==> src/rtl/swfc_ctrl.sv <==
module swfc_ctrl #(
  parameter int CW = 8,
  parameter int LW = 7
) (
  input  logic          clk,
  input  logic          rst_n,
  input  logic          rx_valid,
  input  logic [CW-1:0] rx_char,
  output logic          fifo_wr,
  output logic [CW-1:0] fifo_data,
  input  logic [CW-1:0] on_a,
  input  logic [CW-1:0] on_b,
  input  logic [CW-1:0] off_a,
  input  logic [CW-1:0] off_b,
  input  logic [3:0]    mode,
  input  logic          resume_any,
  input  logic          tx_busy,
  output logic          tx_suspend,
  input  logic [LW-1:0] rx_level,
  input  logic [LW-1:0] hi_mark,
  input  logic [LW-1:0] lo_mark,
  output logic          ins_req,
  output logic [CW-1:0] ins_char,
  input  logic          ins_ack,
  input  logic          irq_en,
  input  logic          irq_ack,
  output logic          xoff_irq
);

  logic [1:0] rxm, txm;
  assign rxm = mode[1:0];
  assign txm = mode[3:2];

  logic          pend_off, pend_on, halt_q, sent_off, ins_on;
  logic [1:0]    ins_left;
  logic [CW-1:0] m_off, m_on;
  logic          single, paired, hit_off, hit_on, wake, sel2;

  assign fifo_wr   = rx_valid;
  assign fifo_data = rx_char;

  assign single = (rxm == 2'd1) || (rxm == 2'd2);
  assign paired = (rxm == 2'd3);
  assign m_off  = (rxm == 2'd2) ? off_b : off_a;
  assign m_on   = (rxm == 2'd2) ? on_b  : on_a;

  assign hit_off = rx_valid && ((single && rx_char == m_off) ||
                                (paired && pend_off && rx_char == off_b));
  assign hit_on  = rx_valid && ((single && rx_char == m_on) ||
                                (paired && pend_on && rx_char == on_b));
  assign wake    = hit_on || (rx_valid && resume_any && rxm != 2'd0 && !hit_off);

  assign sel2     = (txm == 2'd2) || (txm == 2'd3 && ins_left == 2'd1);
  assign ins_req  = (ins_left != 2'd0);
  assign ins_char = ins_on ? (sel2 ? on_b : on_a) : (sel2 ? off_b : off_a);

  always_ff @(posedge clk or negedge rst_n) begin
    if (!rst_n) begin
      pend_off   <= 1'b0;
      pend_on    <= 1'b0;
      halt_q     <= 1'b0;
      tx_suspend <= 1'b0;
      xoff_irq   <= 1'b0;
    end else begin
      if (!paired) begin
        pend_off <= 1'b0;
        pend_on  <= 1'b0;
      end else if (rx_valid) begin
        pend_off <= (rx_char == off_a);
        pend_on  <= (rx_char == on_a);
      end

      if (rxm == 2'd0)  halt_q <= 1'b0;
      else if (hit_off) halt_q <= 1'b1;
      else if (wake)    halt_q <= 1'b0;

      if (!halt_q)       tx_suspend <= 1'b0;
      else if (!tx_busy) tx_suspend <= 1'b1;

      if (hit_off && irq_en) xoff_irq <= 1'b1;
      else if (irq_ack)      xoff_irq <= 1'b0;
    end
  end

  always_ff @(posedge clk or negedge rst_n) begin
    if (!rst_n) begin
      ins_left <= 2'd0;
      ins_on   <= 1'b0;
      sent_off <= 1'b0;
    end else if (txm == 2'd0) begin
      ins_left <= 2'd0;
      sent_off <= 1'b0;
    end else if (ins_left != 2'd0) begin
      if (ins_ack) ins_left <= ins_left - 2'd1;
    end else if (!sent_off && rx_level >= hi_mark) begin
      ins_left <= (txm == 2'd3) ? 2'd2 : 2'd1;
      ins_on   <= 1'b0;
      sent_off <= 1'b1;
    end else if (sent_off && rx_level <= lo_mark) begin
      ins_left <= (txm == 2'd3) ? 2'd2 : 2'd1;
      ins_on   <= 1'b1;
      sent_off <= 1'b0;
    end
  end

endmodule

==> config.mk <==
export PLATFORM = sky130hd
export DESIGN_NAME = swfc_ctrl
export DESIGN_NICKNAME = d
export VERILOG_FILES = /design/src/rtl/swfc_ctrl.sv
export SDC_FILE = /design/constraint.sdc
export NUM_CORES = 1
export LEC_CHECK = 0
export BUFFER_PORTS_ARGS = -buffer_cell sky130_fd_sc_hd__buf_2
export CAP_MARGIN = 5
export CORE_AREA = 5 5 66 68
export CTS_CLUSTER_DIAMETER = 30
export CTS_CLUSTER_SIZE = 30
export DETAILED_ROUTE_END_ITERATION = 6
export DIE_AREA = 0 0 71 73
export PLACE_DENSITY_LB_ADDON = 0.15
export SKIP_LAST_GASP = 1
export SLEW_MARGIN = 25
export SYNTH_ARGS = -nofsm -noshare
export SYNTH_HDL_FRONTEND = slang
export SYNTH_SLANG_ARGS = --single-unit
==> constraint.sdc <==
create_clock -name clk -period 1.4 [get_ports clk]
set_input_delay 0.07 -clock clk [delete_from_list [all_inputs] [get_ports clk]]
set_output_delay 0.07 -clock clk [all_outputs]
set_load 0.005 [all_outputs]
# Word-level counts from Yosys, hierarchy flattened
# Cells that the tools add are included.
word_totals:
  regBits: 9
  input_bits: 73
  out_inout_bits: 20
  wordCells: 91
op_classes:
  addsub: 1
  magnitude_cmp: 2
  n_eq_ne: 16
  n_mux: 28
  bitwise_logic: 2
  n_reduce_logical: 34
op_table:
  columns: ["op", "count"]
  rows:
  - ["$eq A8 B8 Y1", 6]
  - ["$mux W8", 5]
  - ["$mux W1", 17]
  - ["$logic_and A1 B1 Y1", 15]
  - ["$mux W2", 6]
  - ["$eq A2 B2 Y1 const B", 4]
  - ["$reduce_bool A2 Y1", 4]
  - ["$ge A7 B7 Y1", 1]
  - ["$le A7 B7 Y1", 1]
  - ["$reduce_bool A3 Y1", 2]
  - ["$logic_or A1 B1 Y1", 5]
  - ["$eq A2 B1 Y1 const B", 2]
  - ["$logic_not A2 Y1", 2]
  - ["$ne A2 B2 Y1 const B", 2]
  - ["$reduce_and A2 Y1", 2]
  - ["$reduce_bool A4 Y1", 1]
  - ["$ne A3 B1 Y1 const B", 1]
  - ["$reduce_and A3 Y1", 1]
  - ["$logic_not A1 Y1", 2]
  - ["$ne A2 B1 Y1 const B", 1]
  - ["$not A1 Y1", 2]
  - ["$sub A2 B1 Y2 const B", 1]

# Longest topological paths before layout
logic_depth:
  ltp_word: 12
  mapped_depth: 8
  ltp_nobuf: 8

# Worst setup path after synthesis
# OpenSTA, ideal clock, no wires.
synth_path:
  path_type: "input-to-reg"
  start: "in rx_level[0]"
  end: "reg ins_left[1]"
  setup_time_ns: 0.135
  arrival_time_ns: 1.257
  required_time_ns: 1.265
  slack_ns: 0.008
  stages: 8
  path_buffers: 0
  cell_sequence: "inv_1 ha_1 nand2b_1 a211o_1 a211oi_2 nand2b_1 nand4_1 o21ai_0"
synth_between:
  elab_chain_len: 5
synth_rtl:
  columns: ["item", "line", "rtl"]
  rows:
  - ["from (decl)", "19", "input logic [LW-1:0] rx_level,"]
  - ["$ge A7 B7 Y1", "95", "end else if (!sent_off && rx_level >= hi_mark) begin"]
  - ["$logic_and A1 B1 Y1", "95", null]
  - ["$mux W2", "95", null]
  - ["$mux W2", "93", "end else if (ins_left != 2'd0) begin"]
  - ["$mux W2", "90", "end else if (txm == 2'd0) begin"]
  - ["to (signal assigned)", "94", "if (ins_ack) ins_left <= ins_left - 2'd1;"]
  - ["to (signal assigned)", "96", "ins_left <= (txm == 2'd3) ? 2'd2 : 2'd1;"]
  - ["to (signal assigned)", "100", "ins_left <= (txm == 2'd3) ? 2'd2 : 2'd1;"]
  - ["to (decl)", "35", "logic [1:0] ins_left;"]
# Several ways; a longest one is shown, not always the timed one.
# A chain may end at the register's enable or synchronous reset.

# Worst setup path after layout
layout_path:
  start: "reg ins_left[0]"
  end: "out ins_char[2]"
layout_between:
  elab_chain_len: 5
layout_rtl:
  columns: ["item", "line", "rtl"]
  rows:
  - ["$eq A2 B1 Y1 *", "53", "assign sel2 = (txm == 2'd2) || (txm == 2'd3 && ins_left == 2'd1);"]
  - ["$logic_and A1 B1 Y1 *", "53", null]
  - ["$logic_or A1 B1 Y1 *", "53", null]
  - ["$mux W8", "55", "assign ins_char = ins_on ? (sel2 ? on_b : on_a) : (sel2 ? off_b : off_a);"]
  - ["$mux W8 *", "55", null]
  - ["to (decl)", "23", "output logic [CW-1:0] ins_char,"]
# Every way passes the cells marked *; elsewhere a longest branch is shown, timed or not.

==> impl_metrics.tcl <==
set metrics [dict create \
    outcome "complete, but fails checks" \
    violations "setup timing" \
    finalWorstSetupSlack_ps -208 \
    grt_use_total 0.155 \
    synthCells 176 \
    grt_first_pass_wirelength_mm 6.62 \
    rsz0062_at_grt "true" \
    ys.flop_type "dfrtp_1" \
    worst_setup_path_end_kind "output pin" \
    final_cell_area_um2 2200 \
    required_ps 1330 \
    ios 93 \
    antenna_cells 0 \
    synth-adder-area-share 0.134 \
    place_area_um2 2120 \
    dieWidth_um 71 \
    power.density_nw_per_um2 793 \
    root_buffer "clkbuf_8" \
    slew_headroom 0.722 \
    layout.cells.non_filler 323 \
    synth_area_per_cell_um2 9.04 \
    slowest_stage "mux4_2" \
    setup_viol 9 \
    io_buffers 92 \
    fillers 371 \
    cp_slowest_stage_delay_ps 510 \
    dp_hpwl_mm 3.72 \
    die_area_um2 5180 \
    muxShareOfSynthArea 0.145 \
    hold_viol_final 0 \
    arrival_ps 1540 \
    gp_congestion 0.812 \
    area_growth_pct 38.4 \
    seq_area_um2 225 \
    maxCapViolations 0 \
    avgViaCountPerCell 4.94 \
    insertion_delay_ps 220 \
    synth_top_family_by_area "XOR/XNOR gates" \
    slew_violations 0 \
    final_common_cell "buf_2" \
    async_flop_share 1.00 \
    grt_overflow 0 \
    drive_gt1_frac 0.469 \
    finalPower_uw 1740 \
    synth-edff-count 0 \
    yosysWarningCount 0 \
    synth_xor_area_frac 0.193 \
    skew_ps 1.75 \
    worstSetupStartpoint "ins_left[0]$_DFFE_PN0P_" \
    tightest_slew_ps 417 \
    p_switching_uw 638 \
    ys_seq_area_frac 0.142 \
    p_int_uw 1110 \
    vias 1597 \
    crit_fanout 8 \
    clock_path_buffers 2 \
    cts_max_level 1 \
    hold_class "input pin to register" \
    floorplan.initialDensity 0.419 \
    placedCellCount 317 \
    p_seq_frac 0.229 \
    r2r-start "pend_off$_DFFE_PN0P_" \
    first_global_vias 1559 \
    clock_sinks 9 \
    fp.dieH_um 73 \
    synth_area_um2 1590 \
    final_cell_mix "buf_2, inv_1, xnor2_1, ha_1" \
    dr.pass1.iters 4 \
    comb_power_share 0.609 \
    post_synth_and_or_nand_nor_area_fraction 0.137 \
    p_clk_frac 0.162 \
    post-route-period-util 1.15 \
    path_clk_slew_ps 40 \
    switching_share 0.366 \
    core_area_um2 3800 \
    antenna_found_initial 0 \
    synth_fp_nets 266 \
    layout.nets 364 \
    synth-seq-cells 9 \
    ys_types 42 \
    cts_made_buffers 3 \
    synth_compound_area_frac 0.136 \
    finalWirelength_mm 4.19 \
    grt_max_degree 10 \
    wire_per_inst_um 13.0 \
    cp-start-kind "register" \
    ant_nets 0 \
    peakVddDrop_v 0.000676 \
    num_rows 23 \
    fin_crit_ps 1610 \
    cp_cell_sequence "inv_1 -> o21ai_2 -> nand2_4 -> mux4_2 -> buf_2" \
    drc 0 \
    fmax_ghz 0.622 \
    multi_input_area_um2 1210 \
    path_class "register to output pin" \
    leakage_uw 0.00113 \
    hold_start "tx_busy" \
    hold_slack_ps 36.1 \
    cts_tree "built" \
    drt_iter0_drc 44 \
]
-- stage by stage --
stage,utilization,TNS (ps),setup WS (ps)
2_1_floorplan,-,0,8.11
3_3_place_gp,0.557,-866,-169
3_5_place_dp,0.557,-985,-201
4_1_cts,0.571,-1780,-241
5_1_grt,0.579,-2380,-290
6_report,0.579,-1600,-208
-- layer usage --
metal	up-vias	track usage	part of all wire	wire, um
li1	812	-	-	-
met1	722	0.187	0.42	1750
met2	57	0.285	0.49	2040
met3	6	0.0275	0.083	347
met4	0	0.0397	0.014	57
met5	-	0	0	0
-- registers in the layout, summed over array words and instances (netlist names) --
register	cells
tx_suspend	1
ins_left	2
halt_q	1
sent_off	1
pend_on	1
xoff_irq	1
ins_on	1
pend_off	1
-- area by class of cell --
class | count | share of cell area
multi-input combinational | 131 | 0.548
timing repair buffer | 108 | 0.265
sequential | 9 | 0.102
inverter | 21 | 0.0358
tap | 50 | 0.0284
clock buffer | 4 | 0.0205
-- critical path, delay by kind of cell (launching register included) --
kind / cells / cell delay [ps]
compound gates: 1 / 60
mux: 1 / 510
flops: 1 / 370
buf+inv: 2 / 210
simple gates: 1 / 160
-- repair_timing --
action | CTS | global route
hold buffers | 1 | 0
endpoints found under the setup margin | 8 | 13
endpoints found under the hold margin | 9 | 0
setup buffers | 0 | 1
pin swaps | 1 | 3
resized for setup | 0 | 6
-- power by group through the flow --
stage	combinational [uW]	sequential, uW	clock [uW]
after floorplan	627	357	0
after global placement	1030	399	0
after detailed placement	1040	398	0
after CTS	1040	396	292
after global routing	1170	411	310
final	1060	400	283
-- cells in the mapped netlist, drive strengths merged (2+ instances only) --
cell     n  area share
xnor2   20        0.11
dfrtp    9        0.14
a21boi   2      0.0094
ha      17        0.13
nand4    7       0.028
mux4     8        0.11
nor2     7       0.017
nand2b   3       0.012
nand3    3      0.0094
a21o     2      0.0094
a21oi    4       0.015
a221oi   2       0.019
nor2b    3       0.012
nor3     4       0.013
nor4     2      0.0079
buf     15       0.065
nand2    6       0.019
mux2i    5       0.031
xor2    15       0.083
inv     21       0.050
o21ai    6       0.021
-- logic make-up after synthesis --
family,Yosys count
flip-flops,9
XOR/XNOR,35
buffers and inverters,36
adder cells (fa/ha/maj),17
AO/OA/AOI/OAI,27
multiplexers,13
AND/OR/NAND/NOR,39
-- path summary, 6_finish.rpt --
check	to	slack, ps	depth (start not counted)
setup / recovery	ins_char[2]	-210	5
min in group asynchronous	xoff_irq$_DFFE_PN0P_	240	2
max in group asynchronous	sent_off$_DFFE_PN0P_	990	2
setup reg to reg	xoff_irq$_DFFE_PN0P_	110	5
hold / removal	tx_suspend$_DFFE_PN0P_	40	2
hold reg to reg	xoff_irq$_DFFE_PN0P_	480	1
Note: power is estimated with default switching activity, not from simulation.
